**src/rtl/i2c_reg_master.sv**
```systemverilog
module i2c_reg_master #(
  parameter int DIV  = 125,
  parameter int LENW = 8
) (
  input  logic            clk,
  input  logic            rst_n,
  input  logic            cmd_valid,
  output logic            cmd_ready,
  input  logic [6:0]      cmd_addr,
  input  logic [7:0]      cmd_reg,
  input  logic            cmd_read,
  input  logic [LENW-1:0] cmd_len,
  input  logic            wr_valid,
  output logic            wr_ready,
  input  logic [7:0]      wr_data,
  output logic            rd_valid,
  input  logic            rd_ready,
  output logic [7:0]      rd_data,
  output logic            busy,
  output logic            done,
  output logic            error,
  output logic            scl_oe,
  output logic            sda_oe,
  input  logic            sda_in
);
  localparam int CW = (DIV > 1) ? $clog2(DIV) : 1;

  typedef enum logic [2:0] {M_IDLE, M_START, M_XFER, M_STOP, M_WWAIT, M_RWAIT} mode_t;
  typedef enum logic [2:0] {S_AW, S_REG, S_AR, S_WD, S_RD} step_t;

  mode_t           mode;
  step_t           step;
  logic [CW-1:0]   qcnt;
  logic [1:0]      phase;
  logic [3:0]      bitn;
  logic [7:0]      shreg;
  logic [6:0]      addr_q;
  logic [7:0]      reg_q;
  logic            rd_q, rep, nak, ack_bad, err, done_q;
  logic [LENW-1:0] left;

  wire run      = (mode == M_START) || (mode == M_XFER) || (mode == M_STOP);
  wire tick     = run && (qcnt == CW'(DIV - 1));
  wire slot_end = tick && (phase == 2'd3);
  wire rx       = (step == S_RD);
  wire last     = (left == LENW'(1));

  assign cmd_ready = (mode == M_IDLE);
  assign busy      = (mode != M_IDLE);
  assign wr_ready  = (mode == M_WWAIT);
  assign rd_valid  = (mode == M_RWAIT);
  assign rd_data   = shreg;
  assign done      = done_q;
  assign error     = err;

  always_comb begin
    case (mode)
      M_START: begin scl_oe = (phase == 2'd3) || (phase == 2'd0 && rep); sda_oe = phase[1]; end
      M_XFER:  begin
        scl_oe = (phase == 2'd0) || (phase == 2'd3);
        sda_oe = (bitn == 4'd8) ? (rx && !nak) : (!rx && !shreg[7]);
      end
      M_STOP:  begin scl_oe = (phase == 2'd0); sda_oe = !phase[1]; end
      M_WWAIT, M_RWAIT: begin scl_oe = 1'b1; sda_oe = 1'b0; end
      default: begin scl_oe = 1'b0; sda_oe = 1'b0; end
    endcase
  end

  always_ff @(posedge clk or negedge rst_n) begin
    if (!rst_n) begin
      mode <= M_IDLE; step <= S_AW; qcnt <= '0; phase <= 2'd0; bitn <= 4'd0;
      shreg <= 8'd0; addr_q <= 7'd0; reg_q <= 8'd0; rd_q <= 1'b0; rep <= 1'b0;
      nak <= 1'b0; ack_bad <= 1'b0; err <= 1'b0; done_q <= 1'b0; left <= '0;
    end else begin
      done_q <= 1'b0;
      if (run) begin
        if (tick) begin qcnt <= '0; phase <= phase + 2'd1; end
        else qcnt <= qcnt + CW'(1);
      end
      case (mode)
        M_IDLE: if (cmd_valid) begin
          mode   <= M_START;
          step   <= S_AW;
          rep    <= 1'b0;
          err    <= 1'b0;
          shreg  <= {cmd_addr, 1'b0};
          addr_q <= cmd_addr;
          reg_q  <= cmd_reg;
          rd_q   <= cmd_read;
          left   <= (cmd_len == '0) ? LENW'(1) : cmd_len;
        end
        M_START: if (slot_end) begin mode <= M_XFER; bitn <= 4'd0; end
        M_XFER: begin
          if (tick && phase == 2'd1) begin
            if (bitn == 4'd8) ack_bad <= sda_in;
            else if (rx) shreg <= {shreg[6:0], sda_in};
          end
          if (slot_end) begin
            if (bitn < 4'd8) begin
              if (!rx) shreg <= {shreg[6:0], 1'b0};
              if (rx && bitn == 4'd7) mode <= M_RWAIT;
              else bitn <= bitn + 4'd1;
            end else if (rx) begin
              if (last) mode <= M_STOP;
              else begin left <= left - LENW'(1); bitn <= 4'd0; end
            end else if (ack_bad) begin
              err  <= 1'b1;
              mode <= M_STOP;
            end else begin
              case (step)
                S_AW: begin step <= S_REG; shreg <= reg_q; bitn <= 4'd0; end
                S_REG: if (rd_q) begin
                  step <= S_AR; mode <= M_START; rep <= 1'b1; shreg <= {addr_q, 1'b1};
                end else begin
                  step <= S_WD; mode <= M_WWAIT;
                end
                S_AR: begin step <= S_RD; bitn <= 4'd0; end
                default: if (last) mode <= M_STOP;
                         else begin left <= left - LENW'(1); mode <= M_WWAIT; end
              endcase
            end
          end
        end
        M_WWAIT: if (wr_valid) begin shreg <= wr_data; bitn <= 4'd0; mode <= M_XFER; end
        M_RWAIT: if (rd_ready) begin bitn <= 4'd8; nak <= last; mode <= M_XFER; end
        M_STOP: if (slot_end) begin mode <= M_IDLE; done_q <= 1'b1; end
        default: mode <= M_IDLE;
      endcase
    end
  end
endmodule

```
**config.mk**
```make
export PLATFORM = sky130hd
export DESIGN_NAME = i2c_reg_master
export DESIGN_NICKNAME = d
export VERILOG_FILES = /design/src/rtl/i2c_reg_master.sv
export SDC_FILE = /design/constraint.sdc
export NUM_CORES = 1
export LEC_CHECK = 0
export CORE_MARGIN = 10
export CORE_UTILIZATION = 30
export DETAILED_ROUTE_END_ITERATION = 7
export GPL_TIMING_DRIVEN = 0
export HOLD_SLACK_MARGIN = 0.15
export SLEW_MARGIN = 10
export SYNTH_ARGS = -nofsm -noshare
export SYNTH_HDL_FRONTEND = slang
export SYNTH_SLANG_ARGS = --single-unit
```
**constraint.sdc**
```tcl
create_clock -name clk -period 5.2 [get_ports clk]
set_input_delay 0.78 -clock clk [delete_from_list [all_inputs] [get_ports clk]]
set_output_delay 0.78 -clock clk [all_outputs]
set_load 0.01 [all_outputs]
```
Yosys cells after proc, flatten, opt, wreduce, memory -nomap -nowiden:

Cells that the tools add are included.

* input bits: 38
* register bits: 56
* output and inout port bits: 16

* magnitude comparators: 1
* $add $sub $neg: 4
* muxes and demuxes: 75
* equality and inequality tests: 36
* reductions and logical operators: 37

Operator list (number)
* 2-to-1 mux 8 bit: 19
* 2-to-1 mux 3 bit: 18
* 2-to-1 mux 4 bit: 10
* one-hot mux 8 bit (2 select lines): 2
* one-hot mux 8 bit (3 select lines): 1
* inequality test 2 bit (second input constant): 10
* one-hot mux 3 bit (6 select lines): 1
* AND reduction 9 bit: 2
* inequality test 4 x 3 -> 1 bit (second input constant): 4
* one-hot mux 4 bit (4 select lines): 1
* 2-to-1 mux 1 bit: 15
* one-hot mux 3 bit (2 select lines): 2
* AND reduction 6 bit: 2
* == test 3 x 2 -> 1 bit (second input constant): 3
* == test 3 bit (second input constant): 3
* inequality test 3 bit (second input constant): 3
* one-hot mux 3 bit (3 select lines): 1
* == test 8 x 1 -> 1 bit (second input constant): 1
* zero test 8 bit: 1
* AND reduction 8 bit: 1
* subtractor 8 x 1 -> 8 bit (second input constant): 1
* adder 7 x 1 -> 7 bit (second input constant): 1
* == test 7 bit (second input constant): 1
* logical AND 1 bit: 7
* other kinds (28): 43

Longest topological paths before layout:

* word-level depth: 13
* gate-level depth with buffers: 9

Worst setup path before layout:

No wires, ideal clock.

* path kind: register to output
* from: register step[2]
* to: output sda_oe
* buffers on the path: 2
* arrival: 1376 ps
* cell stages (with the launch flop): 7
* setup slack: 3044 ps
* path through: dfrtp_1 > buf_6 > or3b_1 > buf_2 > nor3_1 > o311ai_0 > a21oi_1

* word-level cells in the longest chain between the ends: 5
* elaborated cells on any way between the ends: 6
* those cells by class: eq/ne (1); mux (2); reduce/logical (3)

Ends and longest elaborated chain
* start: declaration: RTL line 32 `step_t step;`
* start signal: assignment: RTL line 71 `mode <= M_IDLE; step <= S_AW; qcnt <= '0; phase <= 2'd0; bitn <= 4'd0;`
* start signal: assignment: RTL line 83 `step <= S_AW;`
* start signal: assignment: RTL line 111 `S_AW: begin step <= S_REG; shreg <= reg_q; bitn <= 4'd0; end`
* == test 3 bit *: RTL line 45 `wire rx = (step == S_RD);`
* zero test 1 bit
* logical AND 1 bit: RTL line 61 `sda_oe = (bitn == 4'd8) ? (rx && !nak) : (!rx && !shreg[7]);`
* 2-to-1 mux 1 bit *: RTL line 61
* one-hot mux 1 bit (3 select lines) *: RTL line 57 `case (mode)`
* end: declaration: RTL line 23 `output logic sda_oe,`

Mark *: on every way between the ends. The rest lies on a longest branch, timed or not.

Final worst setup path:

* from: register bitn[3]
* to: output sda_oe

* word-level cells in the longest chain between the ends: 3

Ends and longest elaborated chain
* start: declaration: RTL line 35 `logic [3:0] bitn;`
* start signal: assignment: RTL line 102 `else bitn <= bitn + 4'd1;`
* == test 4 bit: RTL line 61
* 2-to-1 mux 1 bit: RTL line 61
* one-hot mux 1 bit (3 select lines): RTL line 57

Every way passes these cells.

==> flow_summary.yaml <==
run_status:
  status: "finished, final reports clean"
floorplan:
  placementRows: 41
  core_sq_um: 12700
  ios: 54
  die_y_um: 134
  initial_core_util_pct: 30.9
  die_area_sq_um: 18000
  die-width_um: 134
clocking:
  cts_buffers: 5
  cts_resized: 0
  post_cts_buffers: 0
  clock_sinks: 56
  cts_tree: "yes"
  clockBufferDepth: 2
  postCtsHoldBufs: 0
  cts_root_buf: "clkbuf_16"
  insertion_delay_ns: 0.30
  htree_levels: 2
  cts.reportedPaths.clkPinSlew_ns: 0.07
setup_path:
  critPathLaunchType: "flop"
  reg2reg_slack_ns: 2.53
  r2r_cells: 6
  crit_type: "flop to primary output"
  arrival_ns: 2.43
  endpoint: "sda_oe"
  timing.rr.end: "rd_data[2]"
  cp-startpoint: "bitn[3]"
  reg2reg_from: "step[1]"
  crit_path_max_fanout: 10
  required_ns: 4.42
  endpoint_kind: "primary output"
yosys:
  synth.area.top_cells: "dfrtp_1 (36%), nand2_1 (7.8%), o21ai_0 (5.5%)"
  ys_seq_elements: 56
  synth_area_leader_cell: "dfrtp_1"
  synthArstFlopShare_pct: 100
  synth_area_sq_um: 3910
  synth_edf_count: 0
  yosysWarnings: 0
  seq_area_frac_synth_pct: 35.8
  yosysTopAreaCellShare_pct: 35.8
  synth_nets: 520
  syn_inst: 473
  synth.distinct_cells: 70
  syn_avg_cell_area_sq_um: 8.27
  synth_ff_type: "dfrtp_1"
placement:
  gp_congestion: 0.900
  io_buffers: 53
  dpl_cell_area_sq_um: 4650
  place_hpwl_mm: 9.46
timing:
  fmax_ghz: 0.311
  finalSetupViolCount: 0
  rsz0062_at_grt: "false"
  fin_crit_sh_pct: 61.8
  slew_headroom_pct: 25.9
  period_minus_slack_ns: 3.21
  drv_slew: 0
  setup-tns-final_ns: 0
  finClkSkew_ns: 0.00843
  final-hold-violation-count: 0
  tightest_slew_ns: 1.10
global_route:
  antenna_found_initial: 0
  grt_max_degree: 57
  globalRouteTotalUtil_pct: 14.1
  grt_pass1_wl_mm: 20.7
  grt-ovfl-total: 0
  grt_pass1_vias: 3934
detailed_routing:
  drc: 0
  via_per_inst: 5.78
  drtIter0Drc: 309
  ant_nets: 0
  post_drt_wl_per_cell_um: 18.7
  drt_wl_total_mm: 13.2
  dr.pass1.iters: 5
  num_vias: 4080
pwr:
  p_total_mw: 2.47
  seqPwrFrac_pct: 32.4
  power_frac_clock_pct: 14.6
  p_comb_share_pct: 53.0
  p_int_mw: 1.35
  ir_drop_uv: 186
  p_leak_nw: 1.92
  netSwitchingFraction_pct: 45.6
  power_switching_mw: 1.13
  power_density_nw_per_um2: 515
final_layout:
  design_area_sq_um: 4800
  seq_area_sq_um: 1400
  nNetsFinal: 580
  fillers: 1329
  drive_gt1_share_pct: 8.24
  antenna_cells: 0
  syn_to_final_growth_pct: 22.8
  post-route-util_pct: 37.9
  multiInputGateArea_sq_um: 2270
worst_hold_path:
  hold_class: "flop to flop"
job:
  maxCapViolCount: 0
registers in the layout, indices dropped and copies added, names as in the netlist, 2 cells and up:
| register | cells |
|---|---|
| addr_q | 7 |
| rd_data | 8 |
| reg_q | 8 |
| qcnt | 7 |
| bitn | 4 |
| step | 3 |
| left | 8 |
| phase | 2 |
| mode | 3 |
stage by stage:
stage	std cells	setup slack [ns]	hold WS, ns
2_1_floorplan	473	3.04	0.449
3_3_place_gp	698	1.42	0.489
3_5_place_dp	698	2.28	0.488
4_1_cts	706	1.98	0.504
5_1_grt	706	1.88	0.542
6_report	706	1.99	0.502
kinds of logic after synthesis:
| logic type | after synthesis | share of synthesized area, % |
|---|---|---|
| AND/OR/NAND/NOR | 177 | 22.7 |
| buffers and inverters | 56 | 6.14 |
| multiplexers | 10 | 2.66 |
| flip-flops | 56 | 35.8 |
| adder cells (fa/ha/maj) | 9 | 2.88 |
| XOR/XNOR | 1 | 0.224 |
| AO/OA/AOI/OAI | 164 | 29.6 |
final cells by class:
type	count	area share, %
Multi-Input combinational cell	361	47.3
Timing Repair Buffer	53	11.0
Sequential cell	56	29.2
Tap cell	172	4.48
Clock buffer	6	2.89
Inverter	24	1.88
Clock inverter	2	0.208
Buffer	32	3.13
power by group through the flow:
stage	Clock (mW)	Combinational (mW)	Sequential [mW]
after global routing	0.385	1.43	0.824
after global placement	0	1.26	0.794
after detailed placement	0	1.29	0.800
final	0.361	1.31	0.801
after floorplan	0	0.880	0.765
after CTS	0.370	1.30	0.793
critical path, stage by stage, from the launching register on:
cell and delay [ns]:
dfrtp_1 0.46, clkbuf_1 0.36, nand2_1 0.09, nor2_1 0.15
nor3_1 0.09, o311ai_0 0.35, a21oi_1 0.13, clkdlybuf4s50_1 0.50
how the worst min path moves through the flow:
stage              start   endpoint  slack (ns)  cells after the start
5_1_grt          left[1]    left[1]        0.54                      1
4_1_cts              nak        nak        0.50                      2
6_report             nak        nak        0.50                      2
2_1_floorplan        nak        nak        0.45                      2
3_3_place_gp   addr_q[4]  addr_q[4]        0.49                      2
3_5_place_dp         nak        nak        0.49                      2
cell usage in the layout (no fill, tap or decap), types with 3 or more instances in the layout:
cell type,n
nor4_1,4
mux2_2,3
a221oi_1,13
a21oi_1,24
nand2b_1,4
nor2_1,22
o32ai_1,7
buf_1,4
nor3_1,9
inv_1,23
o2bb2ai_1,4
a2bb2oi_1,10
ha_1,9
nand4_1,9
and3_1,11
mux2i_1,7
clkbuf_1,16
and2_1,5
o22ai_1,12
nor3b_1,3
o31ai_1,3
buf_2,9
o221ai_1,7
a221oi_2,3
nand2_1,81
a31oi_1,8
a22oi_1,3
clkbuf_16,5
nand3_1,11
clkdlybuf4s50_1,52
o21ai_0,43
dfrtp_1,56
cells in the mapped netlist (8+ instances only):
cell type,n
nand3_1,11
a21oi_1,24
nor3_1,9
inv_1,23
nand2_1,81
a2bb2oi_1,10
and3_1,11
o22ai_1,12
ha_1,9
a31oi_1,8
nand4_1,9
o21ai_0,43
a221oi_1,13
buf_2,9
nor2_1,22
dfrtp_1,56
clkbuf_1,16
per-layer routing:
layer	share of wire [%]	track usage [%]
met3	6.9	2.95
met2	47	23.1
met5	0	0
met1	42	17.0
met4	4.1	7.01
No activity file was read; power rests on OpenSTA's default activity.
